File: src/rtl/keyed_cfg_pkg.sv
package keyed_cfg_pkg;

  typedef enum logic [1:0] {
    ST_LOCKED = 2'd0,
    ST_HALF   = 2'd1,
    ST_OPEN   = 2'd2
  } lock_state_t;

  // strobes from control to register datapath
  typedef struct packed {
    logic       dataWr;
    logic       dataRd;
    logic       idxRd;
    logic       lockedRd;
    logic [7:0] index;
  } cfg_strobe_t;

  localparam logic [7:0] EXIT_BYTE  = 8'hAA;
  localparam logic [7:0] IDX_DEVSEL = 8'h07;
  localparam logic [7:0] IDX_CHIPLO = 8'h20;
  localparam logic [7:0] IDX_CHIPHI = 8'h21;
  localparam logic [7:0] IDX_VEND1  = 8'h23;
  localparam logic [7:0] IDX_VEND2  = 8'h24;
  localparam logic [7:0] IDX_BASEHI = 8'h60;
  localparam logic [7:0] IDX_BASELO = 8'h61;
  localparam logic [7:0] IDX_IRQ    = 8'h70;
  localparam logic [7:0] IDX_FIFO   = 8'hF6;
  localparam logic [7:0] VEND1_VAL  = 8'h19;
  localparam logic [7:0] VEND2_VAL  = 8'h34;

  function automatic logic [7:0] unlockKey(input int sel);
    case (sel)
      0:       return 8'h77;
      1:       return 8'hA0;
      2:       return 8'h87;
      default: return 8'h67;
    endcase
  endfunction

  function automatic logic [15:0] portBase(input int sel);
    return (sel == 0) ? 16'h004E : 16'h002E;
  endfunction

endpackage

File: src/rtl/keyed_cfg_ctrl.sv
module keyed_cfg_ctrl
  import keyed_cfg_pkg::*;
#(
  parameter int KEY_SEL  = 2,
  parameter int BASE_SEL = 0
) (
  input  logic        clk,
  input  logic        rstN,
  input  logic [15:0] ioAddr,
  input  logic        ioWrEn,
  input  logic        ioRdEn,
  input  logic [7:0]  ioWrData,
  output cfg_strobe_t strobe,
  output logic        cfgActive
);

  localparam logic [7:0]  KEY       = unlockKey(KEY_SEL);
  localparam logic [15:0] IDX_ADDR  = portBase(BASE_SEL);
  localparam logic [15:0] DATA_ADDR = IDX_ADDR + 16'd1;

  lock_state_t stateQ;
  logic [7:0]  indexQ;
  logic        idxHit, dataHit, idxWrite, isOpen;

  assign idxHit   = (ioAddr == IDX_ADDR);
  assign dataHit  = (ioAddr == DATA_ADDR);
  assign idxWrite = ioWrEn && idxHit;
  assign isOpen   = (stateQ == ST_OPEN);

  always_ff @(posedge clk) begin
    if (!rstN) begin
      stateQ <= ST_LOCKED;
      indexQ <= 8'h00;
    end else if (idxWrite) begin
      case (stateQ)
        ST_LOCKED: stateQ <= (ioWrData == KEY) ? ST_HALF : ST_LOCKED;
        ST_HALF:   stateQ <= (ioWrData == KEY) ? ST_OPEN : ST_LOCKED;
        default: begin
          if (ioWrData == EXIT_BYTE) stateQ <= ST_LOCKED;
          else                       indexQ <= ioWrData;
        end
      endcase
    end
  end

  always_comb begin
    strobe.dataWr   = isOpen && ioWrEn && dataHit;
    strobe.dataRd   = isOpen && ioRdEn && dataHit;
    strobe.idxRd    = isOpen && ioRdEn && idxHit;
    strobe.lockedRd = !isOpen && ioRdEn && (idxHit || dataHit);
    strobe.index    = indexQ;
  end

  assign cfgActive = isOpen;

  // opening always follows a key write to the index port
  assert_open_after_key_R3: assert property (@(posedge clk) disable iff (!rstN)
    (isOpen && $past(stateQ) != ST_OPEN) |-> $past(idxWrite && ioWrData == KEY));

  // the exit byte locks the port
  assert_exit_locks_R5: assert property (@(posedge clk) disable iff (!rstN)
    (isOpen && idxWrite && ioWrData == EXIT_BYTE) |=> (stateQ == ST_LOCKED));

  // index only moves on an index-port write
  assert_index_on_write_R12: assert property (@(posedge clk) disable iff (!rstN)
    !idxWrite |=> $stable(indexQ));

endmodule

File: src/rtl/keyed_cfg_bank.sv
module keyed_cfg_bank
  import keyed_cfg_pkg::*;
#(
  parameter int                   NUM_DEV   = 4,
  parameter logic [15:0]          CHIP_ID   = 16'h1602,
  parameter logic [NUM_DEV*16-1:0] DEV_BASES = {16'h02E8, 16'h03E8, 16'h02F8, 16'h03F8}
) (
  input  logic                  clk,
  input  logic                  rstN,
  input  cfg_strobe_t           strobe,
  input  logic [7:0]            ioWrData,
  output logic [7:0]            ioRdData,
  output logic [NUM_DEV*16-1:0] devBase,
  output logic [NUM_DEV-1:0]    devIrqShare,
  output logic [NUM_DEV-1:0]    devIrqEdge,
  output logic [NUM_DEV-1:0]    devFifoDeep,
  output logic [NUM_DEV-1:0]    devRxThr4x
);

  localparam int         DEV_W     = (NUM_DEV > 1) ? $clog2(NUM_DEV) : 1;
  localparam logic [7:0] DEV_LIMIT = 8'(NUM_DEV);

  logic [7:0]       devSelQ;
  logic [15:0]      baseQ [NUM_DEV];
  logic [7:0]       irqQ  [NUM_DEV];
  logic [7:0]       fifoQ [NUM_DEV];
  logic             bankHit;
  logic [DEV_W-1:0] bankIdx;
  logic [7:0]       readMux;

  assign bankHit = (devSelQ < DEV_LIMIT);
  assign bankIdx = devSelQ[DEV_W-1:0];

  always_ff @(posedge clk) begin
    if (!rstN) begin
      devSelQ <= 8'h00;
      for (int d = 0; d < NUM_DEV; d++) begin
        baseQ[d] <= DEV_BASES[d*16 +: 16];
        irqQ[d]  <= 8'h00;
        fifoQ[d] <= 8'h00;
      end
    end else if (strobe.dataWr) begin
      if (strobe.index == IDX_DEVSEL) begin
        devSelQ <= ioWrData;
      end else if (bankHit) begin
        for (int d = 0; d < NUM_DEV; d++) begin
          if (DEV_W'(d) == bankIdx) begin
            case (strobe.index)
              IDX_BASEHI: baseQ[d][15:8] <= ioWrData;
              IDX_BASELO: baseQ[d][7:0]  <= ioWrData;
              IDX_IRQ:    irqQ[d]        <= ioWrData;
              IDX_FIFO:   fifoQ[d]       <= ioWrData;
              default:    ;
            endcase
          end
        end
      end
    end
  end

  always_comb begin
    readMux = 8'h00;
    case (strobe.index)
      IDX_DEVSEL: readMux = devSelQ;
      IDX_CHIPLO: readMux = CHIP_ID[7:0];
      IDX_CHIPHI: readMux = CHIP_ID[15:8];
      IDX_VEND1:  readMux = VEND1_VAL;
      IDX_VEND2:  readMux = VEND2_VAL;
      IDX_BASEHI: if (bankHit) readMux = baseQ[bankIdx][15:8];
      IDX_BASELO: if (bankHit) readMux = baseQ[bankIdx][7:0];
      IDX_IRQ:    if (bankHit) readMux = irqQ[bankIdx];
      IDX_FIFO:   if (bankHit) readMux = fifoQ[bankIdx];
      default:    readMux = 8'h00;
    endcase
  end

  always_ff @(posedge clk) begin
    if (!rstN)                ioRdData <= 8'hFF;
    else if (strobe.lockedRd) ioRdData <= 8'hFF;
    else if (strobe.idxRd)    ioRdData <= strobe.index;
    else if (strobe.dataRd)   ioRdData <= readMux;
  end

  for (genvar g = 0; g < NUM_DEV; g++) begin : g_dev
    assign devBase[g*16 +: 16] = baseQ[g];
    assign devIrqShare[g]      = irqQ[g][4];
    assign devIrqEdge[g]       = (irqQ[g][6:5] == 2'b01);
    assign devFifoDeep[g]      = (fifoQ[g][1:0] == 2'b11);
    assign devRxThr4x[g]       = (fifoQ[g][5:4] == 2'b10);
  end

  // a locked read returns all ones
  assert_locked_read_ff_R2: assert property (@(posedge clk) disable iff (!rstN)
    strobe.lockedRd |=> (ioRdData == 8'hFF));

  // device select only moves on a data write to its index
  assert_devsel_on_write_R7: assert property (@(posedge clk) disable iff (!rstN)
    !$stable(devSelQ) |-> $past(strobe.dataWr && strobe.index == IDX_DEVSEL));

  // bank bases hold when no data write is made
  assert_base_hold_R8: assert property (@(posedge clk) disable iff (!rstN)
    !strobe.dataWr |=> $stable(devBase));

  // read data holds without a read strobe
  assert_rd_hold_R13: assert property (@(posedge clk) disable iff (!rstN)
    !(strobe.lockedRd || strobe.idxRd || strobe.dataRd) |=> $stable(ioRdData));

endmodule

File: src/rtl/keyed_cfg_port.sv
module keyed_cfg_port
  import keyed_cfg_pkg::*;
#(
  parameter int                    NUM_DEV   = 4,
  parameter int                    KEY_SEL   = 2,
  parameter int                    BASE_SEL  = 0,
  parameter logic [15:0]           CHIP_ID   = 16'h1602,
  parameter logic [NUM_DEV*16-1:0] DEV_BASES = {16'h02E8, 16'h03E8, 16'h02F8, 16'h03F8}
) (
  input  logic                  clk,
  input  logic                  rstN,
  input  logic [15:0]           ioAddr,
  input  logic                  ioWrEn,
  input  logic                  ioRdEn,
  input  logic [7:0]            ioWrData,
  output logic [7:0]            ioRdData,
  output logic                  cfgActive,
  output logic [NUM_DEV*16-1:0] devBase,
  output logic [NUM_DEV-1:0]    devIrqShare,
  output logic [NUM_DEV-1:0]    devIrqEdge,
  output logic [NUM_DEV-1:0]    devFifoDeep,
  output logic [NUM_DEV-1:0]    devRxThr4x
);

  cfg_strobe_t strobe;

  keyed_cfg_ctrl #(
    .KEY_SEL (KEY_SEL),
    .BASE_SEL(BASE_SEL)
  ) u_ctrl (
    .clk      (clk),
    .rstN     (rstN),
    .ioAddr   (ioAddr),
    .ioWrEn   (ioWrEn),
    .ioRdEn   (ioRdEn),
    .ioWrData (ioWrData),
    .strobe   (strobe),
    .cfgActive(cfgActive)
  );

  keyed_cfg_bank #(
    .NUM_DEV  (NUM_DEV),
    .CHIP_ID  (CHIP_ID),
    .DEV_BASES(DEV_BASES)
  ) u_bank (
    .clk        (clk),
    .rstN       (rstN),
    .strobe     (strobe),
    .ioWrData   (ioWrData),
    .ioRdData   (ioRdData),
    .devBase    (devBase),
    .devIrqShare(devIrqShare),
    .devIrqEdge (devIrqEdge),
    .devFifoDeep(devFifoDeep),
    .devRxThr4x (devRxThr4x)
  );

endmodule

File: config.mk
export PLATFORM = sky130hd
export DESIGN_NAME = keyed_cfg_port
export DESIGN_NICKNAME = d
export VERILOG_FILES = /design/src/rtl/keyed_cfg_pkg.sv /design/src/rtl/keyed_cfg_ctrl.sv /design/src/rtl/keyed_cfg_bank.sv /design/src/rtl/keyed_cfg_port.sv
export SDC_FILE = /design/constraint.sdc
export NUM_CORES = 1
export LEC_CHECK = 0
export BUFFER_PORTS_ARGS = -buffer_cell sky130_fd_sc_hd__buf_2
export CORE_ASPECT_RATIO = 1.1
export CORE_MARGIN = 5
export CORE_UTILIZATION = 40
export CTS_BUF_LIST = sky130_fd_sc_hd__clkbuf_4 sky130_fd_sc_hd__clkbuf_8
export DETAILED_ROUTE_END_ITERATION = 10
export PLACE_DENSITY = 0.57
export SLEW_MARGIN = 10
export SYNTH_ARGS = -nofsm -noshare
export SYNTH_HDL_FRONTEND = slang
export SYNTH_SLANG_ARGS = --single-unit
File: constraint.sdc
create_clock -name clk -period 3.23 [get_ports clk]
set_input_delay 0 -clock clk [delete_from_list [all_inputs] [get_ports clk]]
set_output_delay 0 -clock clk [all_outputs]
set_load 0.02 [all_outputs]
==> flow_summary.json <==
{
  "hold_path_class": "in2reg",
  "antenna_found_initial": 0,
  "post-route-worst-setup-slack_ns": 0.560,
  "synth_warnings": 0,
  "power_switching_w": 0.00105,
  "drive_above_1_share": 0.302,
  "ys_seq_area_frac": 0.569,
  "crit_path_end_kind": "register",
  "path_clk_slew_ns": 0.09,
  "avgSynthCellArea_um2": 13.0,
  "gp_congestion": 0.924,
  "synth-edff-count": 128,
  "multi_input_area_mm2": 0.00306,
  "r2r_start": "u_ctrl.indexQ[1]",
  "routed_wl_um": 23100,
  "num_io_pins": 117,
  "grt_pass1_wl_um": 34100,
  "fp-row-count": 53,
  "grt.total_usage": 0.209,
  "hold_depth": 4,
  "ys_types": 53,
  "areaGrowthSynthToFinish_pct": 16.2,
  "clockBufferDepth": 2,
  "ys_top_cells_by_area": "edfxtp_1 (50%), mux4_2 (9.3%), and2_1 (9.1%), dfxtp_1 (7.2%), mux2i_1 (3.0%)",
  "die_w_um": 143,
  "antenna_left": 0,
  "ff_latch_area_mm2": 0.00441,
  "ys_seq_elements": 156,
  "critical_path_class": "reg2reg",
  "num_vias": 5447,
  "synth_top_cell_area_share": 0.497,
  "p_per_area_mw_per_mm2": 457,
  "cts_root_buf": "clkbuf_8",
  "path_max_fanout": 13,
  "worstSetupStartpointType": "register",
  "cts_resized": 0,
  "grt_pass1_vias": 5471,
  "leakage_nw": 3.25,
  "vias_per_cell": 5.61,
  "drc": 0,
  "setup_viol": 0,
  "cts_tree": "done",
  "required_ns": 3.39,
  "hpwl_um": 16600,
  "hold_violations": 0,
  "port_buffers": 116,
  "maxSlewViolCount": 0,
  "reg2regPathDepth": 5,
  "ir_worst_vdd_mv": 0.294,
  "worstSkewPairLatency_ns": 0.45,
  "maxClockFrequency_ghz": 0.375,
  "p_seq_frac": 0.561,
  "crit_start": "u_ctrl.indexQ[1]",
  "intPower_w": 0.00305,
  "die_area_mm2": 0.0222,
  "ys.flop_type": "edfxtp_1",
  "core_mm2": 0.0191,
  "grt_overflow": 0,
  "cts.sinks": 156,
  "cts_buffers": 17,
  "antenna_cells": 0,
  "fin_skew_ns": 0.00917,
  "arrival_ns": 2.83,
  "slew-limit-headroom": 0.500,
  "synth_nets": 625,
  "combPwrFrac": 0.077,
  "die_y_um": 156,
  "layout.nets": 739,
  "drv_cap": 0,
  "dp_slack_ns": 0.537,
  "status": "completed",
  "synthArstFlopShare": 0,
  "tightest_slew_ns": 0.748,
  "yosys.area.top_type": "edfxtp_1",
  "firstDrtPassIters": 5,
  "swShare": 0.256,
  "rsz0062_at_grt": "false",
  "hold_path.startpoint": "ioRdEn",
  "syn-cell-area_mm2": 0.00773,
  "grt_max_degree": 27,
  "clkPwrFrac": 0.363,
  "initial_utilization": 0.405,
  "syn_inst": 597,
  "finalSetupTns_ns": 0,
  "fin_crit_sh": 0.826,
  "wl_per_cell_um": 23.7,
  "drtIter0Drc": 477,
  "htreeDepth": 4,
  "nFillCells": 1783,
  "fin_crit_ns": 2.67
}
## cell usage in the layout, fill, tap and decap left out, types with 11 or more instances in the layout
master    instances
a21oi_1          11
and2_1          112
buf_2           116
buf_4            23
clkbuf_8         17
dfxtp_1          27
edfxtp_1        128
mux2i_1          23
mux4_2           32
nand2_1          12
nor2_1           33
nor2b_1          27
o21ai_0          20
or3_1            24
## state kept, by name, summed over array words and instances (netlist names), named ones only
| name | count |
|---|---|
| u_bank.ioRdData | 8 |
| u_ctrl.stateQ | 2 |
| u_bank.fifoQ | 32 |
| u_bank.devSelQ | 8 |
| u_ctrl.indexQ | 8 |
| u_bank.irqQ | 32 |
| u_bank.baseQ | 64 |
## path summary, 6_finish.rpt
path,end,slack (ns)
setup reg to reg,u_bank.fifoQ[1][3],0.56
hold / removal,u_bank.ioRdData[7],0.06
hold reg to reg,u_bank.ioRdData[3],0.50
setup / recovery,u_bank.fifoQ[1][3],0.56
## area by class of cell
class | instances | area share
sequential | 156 | 0.490
multi-input combinational | 385 | 0.340
timing repair buffer | 141 | 0.0871
tap | 247 | 0.0344
clock buffer | 17 | 0.0260
clock inverter | 15 | 0.0181
inverter | 10 | 0.00418
## power by group through the flow
stage	registers, W	clock network, W	logic, W
after detailed placement	0.00235	0	0.000315
after CTS	0.00230	0.00152	0.000317
after global routing	0.00231	0.00160	0.000332
after global placement	0.00235	0	0.000314
after floorplan	0.00238	0	0.000114
final	0.00230	0.00149	0.000314
## layer usage
layer | vias to the layer above | wire length [um] | track usage | share of wire
met5 | - | 0 | 0 | 0
met4 | 0 | 496 | 0.0643 | 0.022
met3 | 32 | 1490 | 0.0451 | 0.065
met2 | 220 | 11300 | 0.344 | 0.49
li1 | 2456 | - | - | -
met1 | 2739 | 9730 | 0.277 | 0.42
## synthesized netlist by cell type, types with 3 or more instances
cell type / count
a2111oi_0: 5
or4_1: 4
nor2_4: 4
dfxtp_1: 28
o21ai_0: 20
buf_6: 4
buf_2: 13
o211ai_1: 3
and2_1: 112
nand2_1: 12
nor2_1: 33
a211oi_1: 6
clkbuf_1: 24
mux4_2: 32
a22oi_1: 8
nor4_1: 4
a21oi_1: 11
inv_1: 9
o221ai_1: 5
buf_4: 4
or3_1: 24
edfxtp_1: 128
nand3_1: 8
mux2i_1: 23
nor2b_1: 27
nand4_1: 8
## timing repair
item	CTS	global route
setup buffers	0	0
endpoints found under the hold margin	9	0
hold buffers	1	0
setup endpoints to repair	0	0
## cell families after synthesis
group                     after synthesis  synth area share
and+or+nand+nor                       261             0.213
DFF                                   156             0.569
AOI/OAI and AO/OA                      68            0.0581
buffers and inverters                  56            0.0351
muxes                                  55             0.123
xor gates and xnor gates                1           0.00113
## worst max-delay path, stage by stage, from the launching register on
cell and delay (ns):
dfxtp_1 0.64, and4b_1 0.45, nand2_1 0.11, or4_1 0.68
o21ai_0 0.29, buf_4 0.20
## per-stage QoR
step                power [W]  std cells  hold WS, ns  instance area (um2)   util
global placement      0.00266        938        0.437                 8580  0.449
global route          0.00424        971       0.0645                 8990  0.471
finish                0.00411        971       0.0645                 8990  0.471
CTS                   0.00413        971       0.0166                 8990  0.471
detailed placement    0.00266        938        0.436                 8580  0.449
floorplan             0.00249        597        0.166                 7730      -
Power figures use the tool's default switching activity.
